`src/rtl/gpio_evt_pkg.sv`:
```
package gpio_evt_pkg;
  localparam int REG_W   = 32;
  localparam int ADDR_W  = 8;
  localparam int HALF    = REG_W / 2;
  localparam int CODE_W  = 2;

  localparam logic [ADDR_W-1:0] OFS_EVT   = 8'h0C;
  localparam logic [ADDR_W-1:0] OFS_MASK  = 8'h10;
  localparam logic [ADDR_W-1:0] OFS_CTL_A = 8'h14;
  localparam logic [ADDR_W-1:0] OFS_CTL_B = 8'h18;

  typedef enum logic [CODE_W-1:0] {
    EDGE_BOTH = 2'd0,
    EDGE_RISE = 2'd1,
    EDGE_FALL = 2'd2,
    EDGE_OFF  = 2'd3
  } edge_sel_e;

  // register bit that carries a given line (mirrored order)
  function automatic int line_bit(int n);
    return REG_W - 1 - n;
  endfunction

  // lsb of the two-bit code for a line within its control register
  function automatic int field_lsb(int n);
    return (HALF - 1 - (n % HALF)) * CODE_W;
  endfunction

  function automatic logic edge_hit(edge_sel_e s, logic rise, logic fall);
    case (s)
      EDGE_BOTH: return rise | fall;
      EDGE_RISE: return rise;
      EDGE_FALL: return fall;
      default:   return 1'b0;
    endcase
  endfunction
endpackage

```
`src/rtl/gpio_evt_regs.sv`:
```
module gpio_evt_regs
  import gpio_evt_pkg::*;
#(
  parameter bit TWO_BIT_MODE = 1'b0
) (
  input  logic              clk,
  input  logic              rst_n,
  input  logic              wr_en,
  input  logic [ADDR_W-1:0] addr,
  input  logic [REG_W-1:0]  wr_data,
  input  logic [REG_W-1:0]  pend,
  output logic [REG_W-1:0]  mask,
  output logic [REG_W-1:0]  ctl_a,
  output logic [REG_W-1:0]  ctl_b,
  output logic [REG_W-1:0]  clr_vec,
  output logic [REG_W-1:0]  rd_data
);
  assign clr_vec = (wr_en && addr == OFS_EVT) ? wr_data : '0;

  always_ff @(posedge clk or negedge rst_n) begin
    if (!rst_n) begin
      mask  <= '0;
      ctl_a <= '0;
    end else if (wr_en) begin
      if (addr == OFS_MASK)  mask  <= wr_data;
      if (addr == OFS_CTL_A) ctl_a <= wr_data;
    end
  end

  generate
    if (TWO_BIT_MODE) begin : g_ctl_b
      always_ff @(posedge clk or negedge rst_n) begin
        if (!rst_n)                            ctl_b <= '0;
        else if (wr_en && addr == OFS_CTL_B)   ctl_b <= wr_data;
      end
    end else begin : g_no_ctl_b
      assign ctl_b = '0;
    end
  endgenerate

  always_comb begin
    case (addr)
      OFS_EVT:   rd_data = pend;
      OFS_MASK:  rd_data = mask;
      OFS_CTL_A: rd_data = ctl_a;
      OFS_CTL_B: rd_data = ctl_b;
      default:   rd_data = '0;
    endcase
  end
endmodule

```
`src/rtl/gpio_evt_detect.sv`:
```
module gpio_evt_detect
  import gpio_evt_pkg::*;
#(
  parameter bit TWO_BIT_MODE = 1'b0
) (
  input  logic             clk,
  input  logic             rst_n,
  input  logic [REG_W-1:0] line_in,
  input  logic [REG_W-1:0] ctl_a,
  input  logic [REG_W-1:0] ctl_b,
  output logic [REG_W-1:0] hit_vec
);
  logic [REG_W-1:0] prev;
  logic             prev_vld;

  always_ff @(posedge clk or negedge rst_n) begin
    if (!rst_n) begin
      prev     <= '0;
      prev_vld <= 1'b0;
    end else begin
      prev     <= line_in;
      prev_vld <= 1'b1;
    end
  end

  logic [REG_W-1:0] rise_w, fall_w;
  assign rise_w = line_in & ~prev;
  assign fall_w = ~line_in & prev;

  generate
    for (genvar g = 0; g < REG_W; g++) begin : g_line
      localparam int B = line_bit(g);
      if (TWO_BIT_MODE) begin : g_two
        localparam int F = field_lsb(g);
        logic [CODE_W-1:0] code;
        if (g < HALF) begin : g_lo
          assign code = ctl_a[F +: CODE_W];
        end else begin : g_hi
          assign code = ctl_b[F +: CODE_W];
        end
        assign hit_vec[B] = prev_vld & edge_hit(edge_sel_e'(code), rise_w[g], fall_w[g]);
      end else begin : g_one
        assign hit_vec[B] = prev_vld & (ctl_a[B] ? fall_w[g] : (rise_w[g] | fall_w[g]));
      end
    end
    if (!TWO_BIT_MODE) begin : g_unused
      logic unused_ctl_b;
      assign unused_ctl_b = ^ctl_b;
    end
  endgenerate

  AST_STABLE_NO_HIT: assert property (@(posedge clk) disable iff (!rst_n)
    ((line_in ^ prev) == '0) |-> (hit_vec == '0));
endmodule

```
`src/rtl/gpio_evt_pend.sv`:
```
module gpio_evt_pend
  import gpio_evt_pkg::*;
(
  input  logic             clk,
  input  logic             rst_n,
  input  logic [REG_W-1:0] set_vec,
  input  logic [REG_W-1:0] clr_vec,
  input  logic [REG_W-1:0] mask,
  output logic [REG_W-1:0] pend,
  output logic             irq
);
  always_ff @(posedge clk or negedge rst_n) begin
    if (!rst_n) pend <= '0;
    else        pend <= (pend & ~clr_vec) | set_vec;
  end

  assign irq = |(pend & mask);

  AST_W1C_CLEAR: assert property (@(posedge clk) disable iff (!rst_n)
    (clr_vec != '0) |=> ((pend & $past(clr_vec & ~set_vec)) == '0));
  AST_HIT_WINS: assert property (@(posedge clk) disable iff (!rst_n)
    (set_vec != '0) |=> ((pend & $past(set_vec)) == $past(set_vec)));
  AST_NO_SPONTANEOUS: assert property (@(posedge clk) disable iff (!rst_n)
    1'b1 |=> ((pend & ~$past(pend) & ~$past(set_vec)) == '0));
  AST_IRQ_NEEDS_PEND: assert property (@(posedge clk) disable iff (!rst_n)
    (pend == '0) |-> !irq);
endmodule

```
`src/rtl/gpio_evt_ctrl.sv`:
```
module gpio_evt_ctrl
  import gpio_evt_pkg::*;
#(
  parameter bit TWO_BIT_MODE = 1'b0
) (
  input  logic              clk,
  input  logic              rst_n,
  input  logic [REG_W-1:0]  line_in,
  input  logic              wr_en,
  input  logic [ADDR_W-1:0] addr,
  input  logic [REG_W-1:0]  wr_data,
  output logic [REG_W-1:0]  rd_data,
  output logic              irq
);
  logic [REG_W-1:0] mask, ctl_a, ctl_b, clr_vec, hit_vec, pend;

  gpio_evt_regs #(.TWO_BIT_MODE(TWO_BIT_MODE)) u_regs (
    .clk(clk), .rst_n(rst_n), .wr_en(wr_en), .addr(addr), .wr_data(wr_data),
    .pend(pend), .mask(mask), .ctl_a(ctl_a), .ctl_b(ctl_b),
    .clr_vec(clr_vec), .rd_data(rd_data)
  );

  gpio_evt_detect #(.TWO_BIT_MODE(TWO_BIT_MODE)) u_detect (
    .clk(clk), .rst_n(rst_n), .line_in(line_in),
    .ctl_a(ctl_a), .ctl_b(ctl_b), .hit_vec(hit_vec)
  );

  gpio_evt_pend u_pend (
    .clk(clk), .rst_n(rst_n), .set_vec(hit_vec), .clr_vec(clr_vec),
    .mask(mask), .pend(pend), .irq(irq)
  );

  AST_MASKED_QUIET: assert property (@(posedge clk) disable iff (!rst_n)
    (mask == '0) |-> !irq);
endmodule

```
`config.mk`:
```
export PLATFORM = sky130hd
export DESIGN_NAME = gpio_evt_ctrl
export DESIGN_NICKNAME = d
export VERILOG_FILES = /design/src/rtl/gpio_evt_pkg.sv /design/src/rtl/gpio_evt_regs.sv /design/src/rtl/gpio_evt_detect.sv /design/src/rtl/gpio_evt_pend.sv /design/src/rtl/gpio_evt_ctrl.sv
export SDC_FILE = /design/constraint.sdc
export NUM_CORES = 1
export LEC_CHECK = 0
export BUFFER_PORTS_ARGS = -buffer_cell sky130_fd_sc_hd__buf_2
export CORE_ASPECT_RATIO = 0.8
export CORE_UTILIZATION = 52
export CTS_BUF_LIST = sky130_fd_sc_hd__clkbuf_8 sky130_fd_sc_hd__clkbuf_16
export CTS_CLUSTER_DIAMETER = 120
export DETAILED_ROUTE_END_ITERATION = 6
export PLACE_DENSITY_LB_ADDON = 0.2
export SETUP_SLACK_MARGIN = 0.2
export SLEW_MARGIN = 20
export SYNTH_ARGS = -nofsm -noshare
export SYNTH_HDL_FRONTEND = slang
export SYNTH_HIERARCHICAL = 1
export SYNTH_SLANG_ARGS = --single-unit
```
`constraint.sdc`:
```
create_clock -name clk -period 2.28 [get_ports clk]
set_input_delay 0.57 -clock clk [delete_from_list [all_inputs] [get_ports clk]]
set_output_delay 0.57 -clock clk [all_outputs]
set_load 0.01 [all_outputs]
```
==> key figures <==
Run status
  • Violated checks: negative setup slack
  • Status: complete, but fails checks

Placed design
  • Port bufs: 107
  • Placed Area: about 0.008 mm2
  • RePlAce Congestion: 0.798
  • HPWL Detailed: 11.6 mm

Clocking
  • Reg clk slew, reported paths: 0.06 ns
  • Root buf cell: clkbuf_16
  • TritonCTS Buffers: 17
  • Worst-case clock buffer depth: 2
  • CTS H-Tree Depth: 4
  • CTS tree: yes
  • # hold bufs at CTS: 0
  • Num Clock Sinks: between 100 and 150
  • Worst-skew pair later-pin latency: 0.42 ns

Timing
  • Setup Skew: around 0.0084 ns
  • RSZ-0062 raised after global routing: true
  • Count of final setup violators: 33
  • Max_slew headroom: 0.602
  • Final Max Tran Viols: 0
  • Final Hold Fails: 0
  • Worst hold slack: 0.156 ns
  • Setup ws final: -0.196 ns
  • Fmax: 404 MHz
  • Setup TNS: -5.75 ns
  • Crit path time final: about 2.5 ns
  • Worst slew pin tran: 0.597 ns
  • Fin crit share: 1.09

Floorplan
  • Die ar.: 0.0134 mm2
  • Initial Util: 0.544
  • Row count: 36
  • Die height: 104 um
  • IO Pins: 108
  • Core area: 0.0124 mm2
  • Die width: 129 um

Pwr
  • PnR Total Power: approximately 6 mW
  • Psw: 1.41 mW
  • P per Cell Area: 666 mW/mm2
  • VDD IR-drop max: 0.000554 V
  • P_int: 4.68 mW
  • P_leak: 4.14 nW
  • Switching portion of total power: 0.232
  • Logic gate share of total power: 0.107
  • Clock power frac: 0.491
  • Reg power frac: 0.402

Route
  • Total number of vias: 4993
  • DRT iter0 DRCs: 270
  • Total Wirelength: 17.7 mm
  • Vias per cell: 5.40
  • Remaining antenna violation count: 0
  • WL per Instance: 19.1 um
  • First drt pass iteration count: 4
  • DRC Markers: 0

Cells and area
  • Filler Cells Inserted: 848
  • Share of layout cells above drive strength 1: 0.460
  • Net count, final: 848
  • N_diodes: 0
  • Area added between synthesis and finish: 35.7%
  • Final Instance Area: 0.00914 mm2

Global route
  • Vias in the first global route: roughly 5400
  • GR Util All Layers: 0.276
  • First-pass GRT wire length: 28.0 mm
  • GRT overflow: 0
  • Initial antenna violation count: 0
  • Pin count of the biggest net entering global routing: 42

Critical path
  • Worst setup SP type: primary input
  • Critical-path maximum fanout: 6
  • WS Path Type: in -> out
  • Critical path required time: 1.71 ns
  • Critical path arrival: ~1.9 ns
  • Critical Path Sink Type: output pin

Synthesis
  • Synth Warn #: 6
  • Synthesized area: 0.00674 mm2
  • Cell count after synthesis: 605
  • Post-synth net total: between 700 and 800
  • Avg Cell Area, Syn: 11.1 um2

Run
  • MaxCap Viol Count: 0

Worst hold path
  • Tightest Hold Check Type: in -> async
-- power by group through the flow --
| stage | Combinational [mW] | Sequential, mW | Clock [mW] |
|---|---|---|---|
| 2_1_floorplan | 0.368 | 2.46 | 0 |
| 3_3_place_gp | 0.609 | 2.48 | 0 |
| 3_5_place_dp | 0.632 | 2.48 | 0 |
| 4_1_cts | 0.646 | 2.44 | 3.03 |
| 5_1_grt | 0.716 | 2.46 | 3.13 |
| 6_report | 0.651 | 2.45 | 2.99 |
-- state kept, by name (all words and copies together), names as in the netlist --
name and cells:
u_detect/prev 32, u_regs/ctl_a 32, u_pend/pend 32, u_regs/mask 32
u_detect/prev_vld 1
-- path summary, 6_finish.rpt --
check                                        from                 to  slack (ns)  cells past startpoint
worst min-delay path                        rst_n  u_detect/prev[17]        0.16                      1
worst min register to register    u_pend/pend[11]    u_pend/pend[11]        0.51                      1
min in group clk                       line_in[5]   u_detect/prev[5]        0.27                      1
max in group asynchronous                   rst_n    u_regs/mask[23]        1.43                      2
worst max-delay path                      addr[7]        rd_data[13]       -0.20                      6
worst max register to register  u_detect/prev_vld    u_pend/pend[20]        0.97                      3
-- layout by cell type, fill, tap and decap left out, types with 2 or more instances in the layout --
master and instances:
clkbuf_16 19, a21boi_0 2, clkinv_4 4, a21o_1 31, buf_6 36, a22oi_2 5, buf_2 74, or2_2 30
nor4_4 2, clkinv_2 4, ha_1 32, buf_4 21, or2_1 2, and2_1 32, nor2_4 31, a21boi_1 30
nand2b_1 2, nand4_1 4, inv_1 64, a22oi_1 43, mux2_2 38, mux2_4 58, dfrtp_1 129, nand2_1 33
bufinv_16 5, buf_12 11
-- metrics by stage --
stage           util  std cells  setup slack [ns]
6_report       0.738        925            -0.196
3_3_place_gp   0.659        886            -0.188
4_1_cts        0.730        919            -0.194
2_1_floorplan      -        605            -0.107
3_5_place_dp   0.659        886            -0.213
5_1_grt        0.738        925            -0.255
-- layer usage --
metal  part of all wire  vias up  global-route usage  routed length (um)
met2               0.49      130               0.461                8710
li1                   -     2335                   -                   -
met5                  0        -                   0                   0
met1               0.44     2517               0.367                7790
met3              0.060       11              0.0573                1060
met4             0.0062        0              0.0639                 110
-- cell type report --
cell class	instances	area, um2	area share
Clock buffer	18	439	0.0480
Clock inverter	14	213	0.0233
Inverter	64	240	0.0263
Multi-Input combinational cell	384	3590	0.392
Sequential cell	129	3230	0.353
Tap cell	171	214	0.0234
Timing Repair Buffer	145	1220	0.133
-- critical path, cell delays in order --
cell and delay (ns):
buf_6 0.09, or4_4 0.53, or2_4 0.32, clkbuf_16 0.20
nor2_4 0.08, buf_6 0.10
-- what timing repair did --
item                                    4_1_cts  5_1_grt
resized for setup                            37        7
pin swaps                                     3        8
buffers inserted                              1        3
endpoints found under the hold margin         0        0
cloned                                        0        3
endpoints found under the setup margin       33       39
Power figures use the tool's default switching activity.
